[src/rtl/counterPkg.sv]
package counterPkg;
  typedef struct packed {
    logic clr;
    logic load;
    logic inc;
  } ctlStrobe_t;
endpackage

[src/rtl/offsetCounterCtl.sv]
module offsetCounterCtl
  import counterPkg::*;
#(
  parameter int WIDTH = 4
) (
  input  logic             clk,
  input  logic             clearIn,
  input  logic             enableIn,
  input  logic [WIDTH-1:0] countIn,
  input  logic [WIDTH-1:0] endVal,
  output ctlStrobe_t       strobeOut,
  output logic             terminalOut
);
  logic atEnd;

  // Equality comparator against the run-time wrap point
  assign atEnd = (countIn == endVal);
  assign terminalOut = enableIn && atEnd;

  // Priority: clear, then reload at the wrap point, then step, else hold
  always_comb begin
    strobeOut = '0;
    if (clearIn)            strobeOut.clr  = 1'b1;
    else if (terminalOut)   strobeOut.load = 1'b1;
    else if (enableIn)      strobeOut.inc  = 1'b1;
  end

  logic armed = 1'b0;
  always_ff @(posedge clk) if (clearIn) armed <= 1'b1;

  // never more than one action per cycle
  assert_one_action_R9: assert property (@(posedge clk) disable iff (!armed)
    $onehot0({strobeOut.clr, strobeOut.load, strobeOut.inc}));
  // terminal flag only while enabled
  assert_terminal_enabled_R5: assert property (@(posedge clk) disable iff (!armed)
    terminalOut |-> enableIn);
  // enable low and no clear means no strobe
  assert_idle_no_strobe_R2: assert property (@(posedge clk) disable iff (!armed)
    (!enableIn && !clearIn) |-> (strobeOut == '0));
endmodule

[src/rtl/offsetCounterPath.sv]
module offsetCounterPath
  import counterPkg::*;
#(
  parameter int WIDTH = 4
) (
  input  logic             clk,
  input  ctlStrobe_t       strobeIn,
  input  logic [WIDTH-1:0] startVal,
  output logic [WIDTH-1:0] countOut,
  output logic             rippleCarryOut
);
  localparam logic [WIDTH-1:0] ALL_ONES = {WIDTH{1'b1}};
  localparam logic [WIDTH-1:0] ONE      = {{(WIDTH-1){1'b0}}, 1'b1};

  logic [WIDTH-1:0] countReg;

  always_ff @(posedge clk) begin
    if (strobeIn.clr)       countReg <= '0;
    else if (strobeIn.load) countReg <= startVal;
    else if (strobeIn.inc)  countReg <= countReg + ONE;
  end

  assign countOut       = countReg;
  assign rippleCarryOut = (countReg == ALL_ONES);

  logic armed = 1'b0;
  always_ff @(posedge clk) if (strobeIn.clr) armed <= 1'b1;

  // clear lands on zero
  assert_clear_zero_R1: assert property (@(posedge clk) disable iff (!armed)
    strobeIn.clr |=> (countOut == '0));
  // reload takes the start value present at the edge
  assert_reload_start_R4: assert property (@(posedge clk) disable iff (!armed)
    strobeIn.load |=> (countOut == $past(startVal)));
  // step is exactly one, wrapping modulo 2^WIDTH
  assert_step_one_R3: assert property (@(posedge clk) disable iff (!armed)
    strobeIn.inc |=> (countOut == $past(countOut) + ONE));
  // no strobe holds the count
  assert_hold_R2: assert property (@(posedge clk) disable iff (!armed)
    (strobeIn == '0) |=> $stable(countOut));
endmodule

[src/rtl/offsetCounter.sv]
module offsetCounter
  import counterPkg::*;
#(
  parameter int WIDTH = 4
) (
  input  logic             clk,
  input  logic             clearIn,
  input  logic             enableIn,
  input  logic [WIDTH-1:0] startVal,
  input  logic [WIDTH-1:0] endVal,
  output logic [WIDTH-1:0] countOut,
  output logic             terminalOut,
  output logic             rippleCarryOut
);
  ctlStrobe_t       strobe;
  logic [WIDTH-1:0] countNow;

  offsetCounterCtl #(.WIDTH(WIDTH)) u_ctl (
    .clk         (clk),
    .clearIn     (clearIn),
    .enableIn    (enableIn),
    .countIn     (countNow),
    .endVal      (endVal),
    .strobeOut   (strobe),
    .terminalOut (terminalOut)
  );

  offsetCounterPath #(.WIDTH(WIDTH)) u_path (
    .clk            (clk),
    .strobeIn       (strobe),
    .startVal       (startVal),
    .countOut       (countNow),
    .rippleCarryOut (rippleCarryOut)
  );

  assign countOut = countNow;
endmodule

[config.mk]
export PLATFORM = sky130hd
export DESIGN_NAME = offsetCounter
export DESIGN_NICKNAME = d
export VERILOG_FILES = /design/src/rtl/counterPkg.sv /design/src/rtl/offsetCounterCtl.sv /design/src/rtl/offsetCounterPath.sv /design/src/rtl/offsetCounter.sv
export SDC_FILE = /design/constraint.sdc
export NUM_CORES = 1
export LEC_CHECK = 0
export ABC_AREA = 1
export BUFFER_PORTS_ARGS = -buffer_cell sky130_fd_sc_hd__buf_2
export CAP_MARGIN = 20
export CORE_AREA = 3 3 40 42
export CTS_CLUSTER_SIZE = 30
export DETAILED_ROUTE_END_ITERATION = 8
export DIE_AREA = 0 0 43 45
export PLACE_DENSITY = 0.59
export SLEW_MARGIN = 20
export SYNTH_ARGS = -nofsm -noshare
export SYNTH_HDL_FRONTEND = slang
export SYNTH_SLANG_ARGS = --single-unit
[constraint.sdc]
create_clock -name clk -period 1.2 [get_ports clk]
set_input_delay 0.24 -clock clk [delete_from_list [all_inputs] [get_ports clk]]
set_output_delay 0.24 -clock clk [all_outputs]
set_load 0.03 [all_outputs]
After elaboration in Yosys (flattened, before gate mapping)
Cells that the tools add are included.
- flip-flop bits (word level): 4
- input bits: 11
- output and inout port bits: 6
- word-level logic and storage cells: 13
- $add $sub $neg: 1
- eq/ne operators: 2
- muxes and demuxes: 7
- reductions and logical operators: 2
- operator list (cell ; number):
    4-bit 2-to-1 mux ; 2
    4-bit by 1-bit adder with 4-bit output, second input constant ; 1
    4-bit == test ; 1
    4-bit == test, second input constant ; 1
    1-bit 2-to-1 mux ; 4
    2-bit 2-to-1 mux ; 1
    2-bit nonzero test ; 1
    1-bit logical AND ; 1

Longest topological paths before layout
Gate-level depths: netlist (run 1).
- depth after elaboration: 6
- depth in mapped cells: 10
- depth with buffers taken out: 10

Hierarchy
From an unflattened synthesis (run 1), not the netlist that was laid out.
- cells, all modules: 66
- area, all modules: 355.3 um2
- by module, submodules not included (module ; times used ; cells each ; area each (um2) ; sequential area each (um2)):
    offsetCounterPath ; 1 ; 37 ; 234.0 ; 80.1
    offsetCounterCtl ; 1 ; 29 ; 121.4 ; 0.0

Least setup slack after synthesis (run 1)
Ideal clock, no wire load.
- path kind: reg2out
- start: reg u_path.countReg[1] (netlist: u_path.countOut[1])
- end: out rippleCarryOut
- data arrival time: 1.279 ns
- data required time: 0.960 ns
- setup slack: -0.319 ns
- stages on the path, launching flop included: 4
- path buffers: 0
- cell sequence: dfxtp_1 > ha_1 > nand2_1 > nor2_1
- cells in the longest elaborated chain, start to end: 1
- RTL lines (what ; RTL line ; source):
    start, declared ; offsetCounterPath.sv:15 ; logic [WIDTH-1:0] countReg;
    start signal, assigned ; offsetCounterPath.sv:19 ; else if (strobeIn.load) countReg <= startVal;
    start signal, assigned ; offsetCounterPath.sv:20 ; else if (strobeIn.inc) countReg <= countReg + ONE;
    4-bit == test ; offsetCounterPath.sv:24 ; assign rippleCarryOut = (countReg == ALL_ONES);
    end, declared ; offsetCounter.sv:13 ; output logic rippleCarryOut
No other way between the ends.

Worst setup path in the final report (run 1)
- start: reg u_path.countReg[1] (netlist: u_path.countOut[1])
- end: out terminalOut
- cells in the longest elaborated chain, start to end: 2
- RTL lines (what ; RTL line ; source):
    4-bit == test ; offsetCounterCtl.sv:17 ; assign atEnd = (countIn == endVal);
    1-bit logical AND ; offsetCounterCtl.sv:18 ; assign terminalOut = enableIn && atEnd;
    end, declared ; offsetCounter.sv:12 ; output logic terminalOut,
No other way between the ends.

==> impl_results.md, run 1 <==
* Outcome: finished, violations left
* Failing checks: setup timing
* Core area at 1280 sq um
* Final setup fails at 5
* Adder-cell share of the synthesized area at 3.62%
* Vias in the first global route at 428
* CP max stage delay at 0.35 ns
* Fin Hold WS at 0.224 ns
* Non-Filler Instances at 103
* Overall routing resource usage at 12.1%
* WP data required at 0.96 ns
* Met3 GRT Util at 3.98%
* PnR worst setup slack at -0.199 ns
* M1 GR Usage at 12.5%
* Synth unique cells at 16
* Min-Delay Path Class: in -> reg
* Number of fill cells in the layout at 143
* Busiest layer in global routing: met2
* Final WL at 1070 um
* Antenna diodes at 0
* Crit share post-route at 117%
* Detailed Routing Iterations Pass 1 at 2
* CTS root buffer: clkbuf_4
* Worst vdd ir at 348 uV
* Clock tree buffer depth at 2
* Vias/cell at 4.42
* Place WS at -0.0416 ns
* GP Congestion at 0.816
* WL per Instance at 10.4 um
* Critical path buffers and inverters at 2
* #FFs+latches synth at 4
* RSZ-0062 raised after global routing: true
* Synth warn at 0
* Final Core Density at 50.0%
* Inst Count DP at 95
* Main combinational cell family by area after synthesis: simple AND/OR/NAND/NOR gates
* Via count at 455
* Final slew viol count at 0
* CP startpoint kind: register
* Relative slew slack at 85.5%
* Worst Tran Pin Value at 0.216 ns
* Final hold violations at 0
* Syn avg cell area at 5.95 sq um
* Pwr dens at 800 nW/um^2
* PortBufs at 16
* Post-synthesis xor/xnor area fraction at 7.61%
* CTS buffer count at 3
* Worst-path maximum fanout at 4
* Post-synthesis compound-gate area fraction at 11.6%
* Clock Latency Late Sink at 0.25 ns
* Cell row count at 13
* Grt met2 use at 21.3%
* Synthesized area at 345 sq um
* Initial Utilization at 26.9%
* Post-synthesis simple-gate area fraction at 39.9%
* Pleak at 0.000322 uW
* Die width at 43 um
* NumNets Final at 101
* Layout cells sized above 1 at 60.2%
* First-pass GRT wire length at 1690 um
* Area delta synth->final at 85.9%
* Mux contribution to synthesized area at 0%
* Net Count, Synth at 70
* Final Skew at 0.00505 ns
* CP arrival at 1.16 ns
* Largest register FFs at 4
* Post-Syn Instances at 58
* FMAX at 715 MHz
* DR DRC count at 0
* Crit-path slowest cell: dfxtp_4
* Crit. End Element: output pin
* DRT iter0 DRCs at 2
* Max-cap viol count at 0
* Critical path class: reg -> out
* Routed Antenna Nets at 0
* Die Y at 45 um
* Detailed Place HPWL at 749 um
* CTS sink cnt at 4
* Final critical-path required period at 1.40 ns
* Top Ports at 17
* Grt ovf at 0
* Crit-path cells: nand2_1 > nand2_2 > nor2_4 > nand3_4 > inv_2 > buf_6
* CTS tree: yes
* Sequential share of the synthesized area at 23.2%
* Reg clk slew, reported paths at 0.05 ns
* H-tree levels at 1
* Largest net degree at the start of global routing at 6
* CTS Hold Buffers Added at 0
* Die ar. at 1940 sq um
* CP delay by family, top: simple AND/OR/NAND/NOR gates
* Initial antenna violation count at 0
## worst reg2reg max path, delay by kind of cell, from the launching register on
family          cells  cell delay (ns)
compound gates      1             0.05
flops               1             0.35
simple gates        7             0.60
buf+inv             1             0.14
## where the power goes
group	switching, uW	leakage (uW)	internal (uW)
Combinational	90.2	0.000272	76.2
Sequential	8.75	0.0000353	138
Clock	74.3	0.0000150	126
Total	173	0.000322	340
## synthesized netlist by cell type, drive strengths merged
cell type / count / area (sq um)
ha: 1 / 12.5
nor2: 5 / 31.3
a21oi: 7 / 35.0
nand2: 20 / 80.1
xnor2: 2 / 17.5
o21ai: 1 / 5.00
xor2: 1 / 8.76
nand3: 3 / 20.0
dfxtp: 4 / 80.1
nand4: 1 / 6.26
inv: 13 / 48.8
## through the flow
step           total power [uW]  area, sq um  setup TNS (ns)
2_1_floorplan               225          363               0
3_3_place_gp                279          507         -0.0253
3_5_place_dp                279          507         -0.0416
4_1_cts                     496          586          -0.569
5_1_grt                     552          642          -0.864
6_report                    514          642          -0.529
## final timing paths
kind                                                      start                               to  slack [ns]  depth (start not counted)
worst max-delay path            u_path.countOut[1]$_SDFFE_PP0P_                      terminalOut       -0.20                          6
worst max register to register  u_path.countOut[1]$_SDFFE_PP0P_  u_path.countOut[2]$_SDFFE_PP0P_       -0.06                          9
worst min register to register  u_path.countOut[1]$_SDFFE_PP0P_  u_path.countOut[1]$_SDFFE_PP0P_        0.64                          3
worst min-delay path                                    clearIn  u_path.countOut[1]$_SDFFE_PP0P_        0.22                          2
## area by class of cell
cell class	count	area, sq um	share of cell area [%]
flip-flops and latches	4	92.6	14.4
multi-input cells	41	285	44.4
repair buffers	26	170	26.5
clock buffers	4	26.3	4.09
inverters	13	48.8	7.60
well taps	15	18.8	2.92
## routing by layer
metal / vias up / wire, um
met5: - / 0
met4: 0 / 21
met2: 15 / 549
met1: 202 / 430
met3: 2 / 66
li1: 236 / -
## logic make-up after synthesis
logic type | Yosys count
fa+ha+maj | 1
xor+xnor | 3
compound gates | 8
flops | 4
buf+inv | 13
simple gates | 29
## cell usage in the layout, fill, tap and decap left out, types with 2 or more instances in the layout
master / netlist / routed
nand2_1: 18 / 11
nand2_2: 2 / 9
dfxtp_4: 0 / 3
clkbuf_4: 0 / 3
a21oi_2: 0 / 2
inv_2: 2 / 3
nor2_4: 1 / 4
buf_2: 0 / 13
a21oi_1: 7 / 5
buf_6: 0 / 2
inv_1: 11 / 10
nand3_1: 2 / 2
buf_4: 0 / 11
## timing repair
item                                    CTS  global route
gates resized for setup                  10            12
endpoints found under the setup margin    2             7
buffers inserted                          2             2
pin swaps                                 4             9
No activity file was read; power rests on OpenSTA's default activity.
==> run 2, diff against run 1 <==
--- a/config.mk
+++ b/config.mk
@@ -13,6 +13,8 @@
 export DETAILED_ROUTE_END_ITERATION = 8
 export DIE_AREA = 0 0 43 45
 export PLACE_DENSITY = 0.59
+export RECOVER_POWER = 50
+export SETUP_SLACK_MARGIN = 0.2
 export SLEW_MARGIN = 20
 export SYNTH_ARGS = -nofsm -noshare
 export SYNTH_HDL_FRONTEND = slang
==> impl_results.md, run 2 (synthesized netlist as in run 1, its figures left out) <==
* Outcome: finished, violations left (unchanged)
* Failing checks: setup timing (unchanged)
* Die ar. at 1940 sq um (unchanged)
* Antenna diodes at 0 (unchanged)
* Final Core Density at 52.6% (was 50.0%)
* DRT iter0 DRCs at 2 (unchanged)
* Routed Antenna Nets at 0 (unchanged)
* WP data required at 0.96 ns (about the same)
* CTS Hold Buffers Added at 0 (unchanged)
* Via count at 440 (was 455)
* Die width at 43 um (unchanged)
* Worst Tran Pin Value at 0.220 ns (was 0.216 ns)
* R2R Setup Slk at -0.09 ns (was -0.06 ns)
* Largest net degree at the start of global routing at 6 (unchanged)
* Pleak at 0.000344 uW (was 0.000322 uW)
* WL per Instance at 10.1 um (was 10.4 um)
* Design Area, Final at 676 sq um (was 642 sq um)
* Reg clk slew, reported paths at 0.04 ns (was 0.05 ns)
* Final Skew at 0.000654 ns (was 0.00505 ns)
* Pwr Total at 500 uW (was 514 uW)
* CTS sink cnt at 4 (unchanged)
* RSZ-0062 raised after global routing: true (unchanged)
* FMAX at 717 MHz (was 715 MHz)
* PortBufs at 16 (unchanged)
* Largest register FFs at 4 (unchanged)
* Critical path class: reg -> out (unchanged)
* Cell row count at 13 (unchanged)
* CP arrival at 1.15 ns (was 1.16 ns)
* PnR worst setup slack at -0.194 ns (was -0.199 ns)
* Worst-path maximum fanout at 5 (was 4)
* Crit. End Element: output pin (unchanged)
* First-pass GRT wire length at 1770 um (was 1690 um)
* H-tree levels at 1 (unchanged)
* Top Ports at 17 (unchanged)
* Final hold violations at 0 (unchanged)
* Final critical-path required period at 1.39 ns (was 1.40 ns)
* Min-Delay Path Class: in -> reg (unchanged)
* Relative slew slack at 85.3% (was 85.5%)
* Final WL at 1050 um (was 1070 um)
* Vias in the first global route at 426 (was 428)
* Initial antenna violation count at 0 (unchanged)
* Layout cells sized above 1 at 57.3% (was 60.2%)
* Final setup fails at 5 (unchanged)
* Clock Latency Late Sink at 0.24 ns (was 0.25 ns)
* Placed instance area at 517 sq um (was 507 sq um)
* Worst vdd ir at 459 uV (was 348 uV)
* Area delta synth->final at 95.7% (was 85.9%)
* CP startpoint kind: register (unchanged)
* Detailed Place HPWL at 757 um (was 749 um)
* Die Y at 45 um (unchanged)
* Overall routing resource usage at 12.6% (was 12.1%)
* CTS buffer count at 3 (unchanged)
* Cell mode on critical path: nand2_1
* DR DRC count at 0 (unchanged)
* Max-cap viol count at 0 (unchanged)
* Clock tree buffer depth at 2 (unchanged)
* Number of fill cells in the layout at 132 (was 143)
* Core area at 1280 sq um (unchanged)
* Detailed Routing Iterations Pass 1 at 3 (was 2)
* Crit share post-route at 116% (was 117%)
* NumNets Final at 102 (was 101)
* Grt ovf at 0 (unchanged)
* Pwr dens at 741 nW/um^2 (was 800 nW/um^2)
* Initial Utilization at 26.9% (unchanged)
* Most common cell after layout, fill and taps aside: nand2_1 (was buf_2)
* Crit-path slowest cell: dfxtp_4 (unchanged)
* Crit-path cells: inv_2 > nand2_1 > nand2_1 > nor2_2 > nand3_4 > inv_4 > buf_6 (was nand2_1 > nand2_2 > nor2_4 > nand3_4 > inv_2 > buf_6)
* Most frequent cells in the layout: nand2_1 (16), buf_2 (11), inv_1 (10) (was buf_2 (13), nand2_1 (11), buf_4 (11))
* Fin Hold WS at 0.243 ns (was 0.224 ns)
* Vias/cell at 4.23 (was 4.42)
* CTS tree: yes (unchanged)
* CP max stage delay at 0.36 ns (was 0.35 ns)
* Final slew viol count at 0 (unchanged)
* CTS root buffer: clkbuf_4 (unchanged)
* GP Congestion at 0.784 (was 0.816)
==> run 2: cell count changes in the layout (fill, tap and decap cells not counted), sizes merged <==
cell,change
buf,+1
==> run 2: per-stage QoR <==
step,instances,setup TNS (ns),setup WS [ns]
final,104,-0.584,-0.194
after CTS,104,-0.558,-0.191
after floorplan,58,0,0.0448
after detailed placement,93,-0.0473,-0.0473
after global routing,104,-0.982,-0.264
after global placement,93,-0.0393,-0.0393
==> run 2: worst paths after layout <==
kind	to	startpoint	cells after the start
worst max-delay path	terminalOut	u_path.countOut[1]$_SDFFE_PP0P_	7
worst max register to register	u_path.countOut[1]$_SDFFE_PP0P_	u_path.countOut[1]$_SDFFE_PP0P_	9
worst min-delay path	u_path.countOut[2]$_SDFFE_PP0P_	clearIn	2
worst min register to register	u_path.countOut[3]$_SDFFE_PP0P_	u_path.countOut[3]$_SDFFE_PP0P_	2
==> run 2: report_power, final <==
group / switching (uW) / internal, uW
Sequential: 10.2 / 138
Clock: 60.8 / 125
Combinational: 87.7 / 78.9
==> run 2: critical path, delay by kind of cell (launching register included) <==
kind	cells	cell delay, ns
simple gates	4	0.35
buf+inv	3	0.21
flops	1	0.36
==> run 2: area by class of cell <==
type                       instances  area (sq um)  area share, %
tap                               15          18.8           2.78
clock buffer                       4          26.3           3.89
timing repair buffer              27           201           29.8
multi-input combinational         41           283           41.9
inverter                          13          51.3           7.59
sequential                         4          95.1           14.1
==> run 2: repair_timing <==
action / 4_1_cts / 5_1_grt
gates resized for setup: 18 / 4
pin swaps: 7 / 2
cloned: 0 / 0
buffers inserted: 7 / 0
endpoints found under the hold margin: 0 / 0
setup endpoints to repair: 10 / 10
==> run 2: per-layer routing <==
layer,vias to the layer above,routed length (um),track usage (%)
li1,240,-,-
met1,183,422,14.9
met2,15,537,21.0
met3,2,85,5.18
met4,0,6,3.61
met5,-,0,0
==> run 3, diff against run 2 <==
--- a/config.mk
+++ b/config.mk
@@ -14,6 +14,7 @@
 export DIE_AREA = 0 0 43 45
 export PLACE_DENSITY = 0.59
 export RECOVER_POWER = 50
+export REMOVE_ABC_BUFFERS = 1
 export SETUP_SLACK_MARGIN = 0.2
 export SLEW_MARGIN = 20
 export SYNTH_ARGS = -nofsm -noshare
==> impl_results.md, run 3 (synthesized netlist as in run 1, its figures left out) <==
* Number of fill cells in the layout at 125 (was 132)
* Fin Hold WS at 0.243 ns (about the same)
* CP startpoint kind: register (unchanged)
* Antenna diodes at 0 (unchanged)
* Place WS at -0.0741 ns (was -0.0473 ns)
* PnR worst setup slack at -0.223 ns (was -0.194 ns)
* Area of the multi-input gates at 277 sq um (was 283 sq um)
* Critical path class: reg -> out (unchanged)
* Fin Setup TNS at -1.14 ns (was -0.584 ns)
* Initial Utilization at 26.9% (unchanged)
* Crit. path cell count at 7 (unchanged)
* Failing checks: setup timing (unchanged)
* Largest register FFs at 4 (unchanged)
* H-tree levels at 1 (unchanged)
* CTS sink cnt at 4 (unchanged)
* Cell row count at 13 (unchanged)
* Largest net degree at the start of global routing at 6 (unchanged)
* DRT iter0 DRCs at 2 (unchanged)
* FMAX at 703 MHz (was 717 MHz)
* Die width at 43 um (unchanged)
* Min-Delay Path Class: in -> reg (unchanged)
* Reg clk slew, reported paths at 0.04 ns (about the same)
* Critical path buffers and inverters at 3 (unchanged)
* Relative slew slack at 84.9% (was 85.3%)
* Max-cap viol count at 0 (unchanged)
* Clock Latency Late Sink at 0.24 ns (about the same)
* Top Ports at 17 (unchanged)
* GP Congestion at 0.871 (was 0.784)
* Final slew viol count at 0 (unchanged)
* Routed Antenna Nets at 0 (unchanged)
* Worst vdd ir at 611 uV (was 459 uV)
* Crit. End Element: output pin (unchanged)
* Pwr dens at 712 nW/um^2 (was 741 nW/um^2)
* Core area at 1280 sq um (unchanged)
* Pleak at 0.000357 uW (was 0.000344 uW)
* Final critical-path required period at 1.42 ns (was 1.39 ns)
* Final WL at 1230 um (was 1050 um)
* Crit share post-route at 119% (was 116%)
* Vias/cell at 4.44 (was 4.23)
* Detailed Routing Iterations Pass 1 at 3 (unchanged)
* First-pass GRT wire length at 1780 um (was 1770 um)
* Inst Count DP at 96 (was 93)
* Final hold violations at 0 (unchanged)
* NumNets Final at 107 (was 102)
* Layout cells sized above 1 at 60.2% (was 57.3%)
* Detailed Place HPWL at 734 um (was 757 um)
* Vias in the first global route at 452 (was 426)
* Initial antenna violation count at 0 (unchanged)
* RSZ-0062 raised after global routing: true (unchanged)
* Overall routing resource usage at 13.1% (was 12.6%)
* WL per Instance at 11.4 um (was 10.1 um)
* Area delta synth->final at 110% (was 95.7%)
* CP delay by family, top: flip-flops (unchanged)
* DR DRC count at 0 (unchanged)
* Crit-path cells: inv_2 > nand2_2 > nand2_2 > nor2_4 > nand3_4 > inv_2 > buf_6 (was inv_2 > nand2_1 > nand2_1 > nor2_2 > nand3_4 > inv_4 > buf_6)
* Non-Filler Instances at 108 (was 104)
* Worst-path maximum fanout at 4 (was 5)
* WP data required at 0.96 ns (about the same)
* Final Skew at 0.00638 ns (was 0.000654 ns)
* Via count at 480 (was 440)
* PortBufs at 16 (unchanged)
* FF+latch area at 91.3 sq um (was 95.1 sq um)
* Hold path cells at 2 (unchanged)
* Most frequent cells in the layout: nand2_1 (16), buf_6 (14), inv_1 (10), buf_2 (10), buf_4 (8) (was nand2_1 (16), buf_2 (11), inv_1 (10))
* Die ar. at 1940 sq um (unchanged)
* CP arrival at 1.18 ns (was 1.15 ns)
* Worst Tran Pin Value at 0.225 ns (was 0.220 ns)
* Path depth of the worst reg2reg path at 11 (was 9)
* Final setup fails at 7 (was 5)
* CTS tree: yes (unchanged)
* CTS root buffer: clkbuf_4 (unchanged)
* Outcome: finished, violations left (unchanged)
* Grt ovf at 0 (unchanged)
* Clock tree buffer depth at 2 (unchanged)
* Most common cell after layout, fill and taps aside: nand2_1 (unchanged)
* Crit-path slowest cell: dfxtp_4 (unchanged)
* CTS buffer count at 3 (unchanged)
* CP max stage delay at 0.37 ns (was 0.36 ns)
* Die Y at 45 um (unchanged)
## run 3: cell types whose count changed in the layout (fill, tap and decap cells not counted), sizes merged
cell and delta:
buf +5, clkbuf -1
## run 3: area by class of cell
class,instances,share of cell area (%)
Multi-Input combinational cell,41,38.1
Timing Repair Buffer,32,36.9
Sequential cell,4,12.6
Inverter,13,6.72
Clock buffer,3,3.10
Tap cell,15,2.59
## run 3: per-stage QoR
step | area, sq um | total power, uW | utilization, %
5_1_grt | 726 | 553 | 56.5
3_3_place_gp | 497 | 282 | 38.7
2_1_floorplan | 345 | 224 | -
4_1_cts | 677 | 505 | 52.7
3_5_place_dp | 497 | 281 | 38.7
6_report | 726 | 517 | 56.5
## run 3: report_power, final
group	internal, uW	switching, uW
Clock	112	58.6
Combinational	99.9	98.5
Sequential	138	9.93
Total	350	167
## run 3: what timing repair did
action,in CTS,in global routing
hold buffers,0,0
pin swaps,4,5
resized for setup,33,8
endpoints found under the hold margin,0,0
endpoints found under the setup margin,10,10
buffers inserted,6,3
## run 3: path summary, 6_finish.rpt
path,startpoint,endpoint,slack [ns]
setup / recovery,u_path.countOut[0]$_SDFFE_PP0P_,terminalOut,-0.22
hold / removal,clearIn,u_path.countOut[2]$_SDFFE_PP0P_,0.24
setup reg to reg,u_path.countOut[0]$_SDFFE_PP0P_,u_path.countOut[1]$_SDFFE_PP0P_,-0.20
hold reg to reg,u_path.countOut[2]$_SDFFE_PP0P_,u_path.countOut[2]$_SDFFE_PP0P_,0.63
## run 3: layer usage
metal	up-vias	global-route usage, %	wire length (um)
met5	-	0	0
met4	0	9.04	41
met3	4	5.98	83
met2	18	21.0	615
met1	212	13.7	488
li1	246	-	-
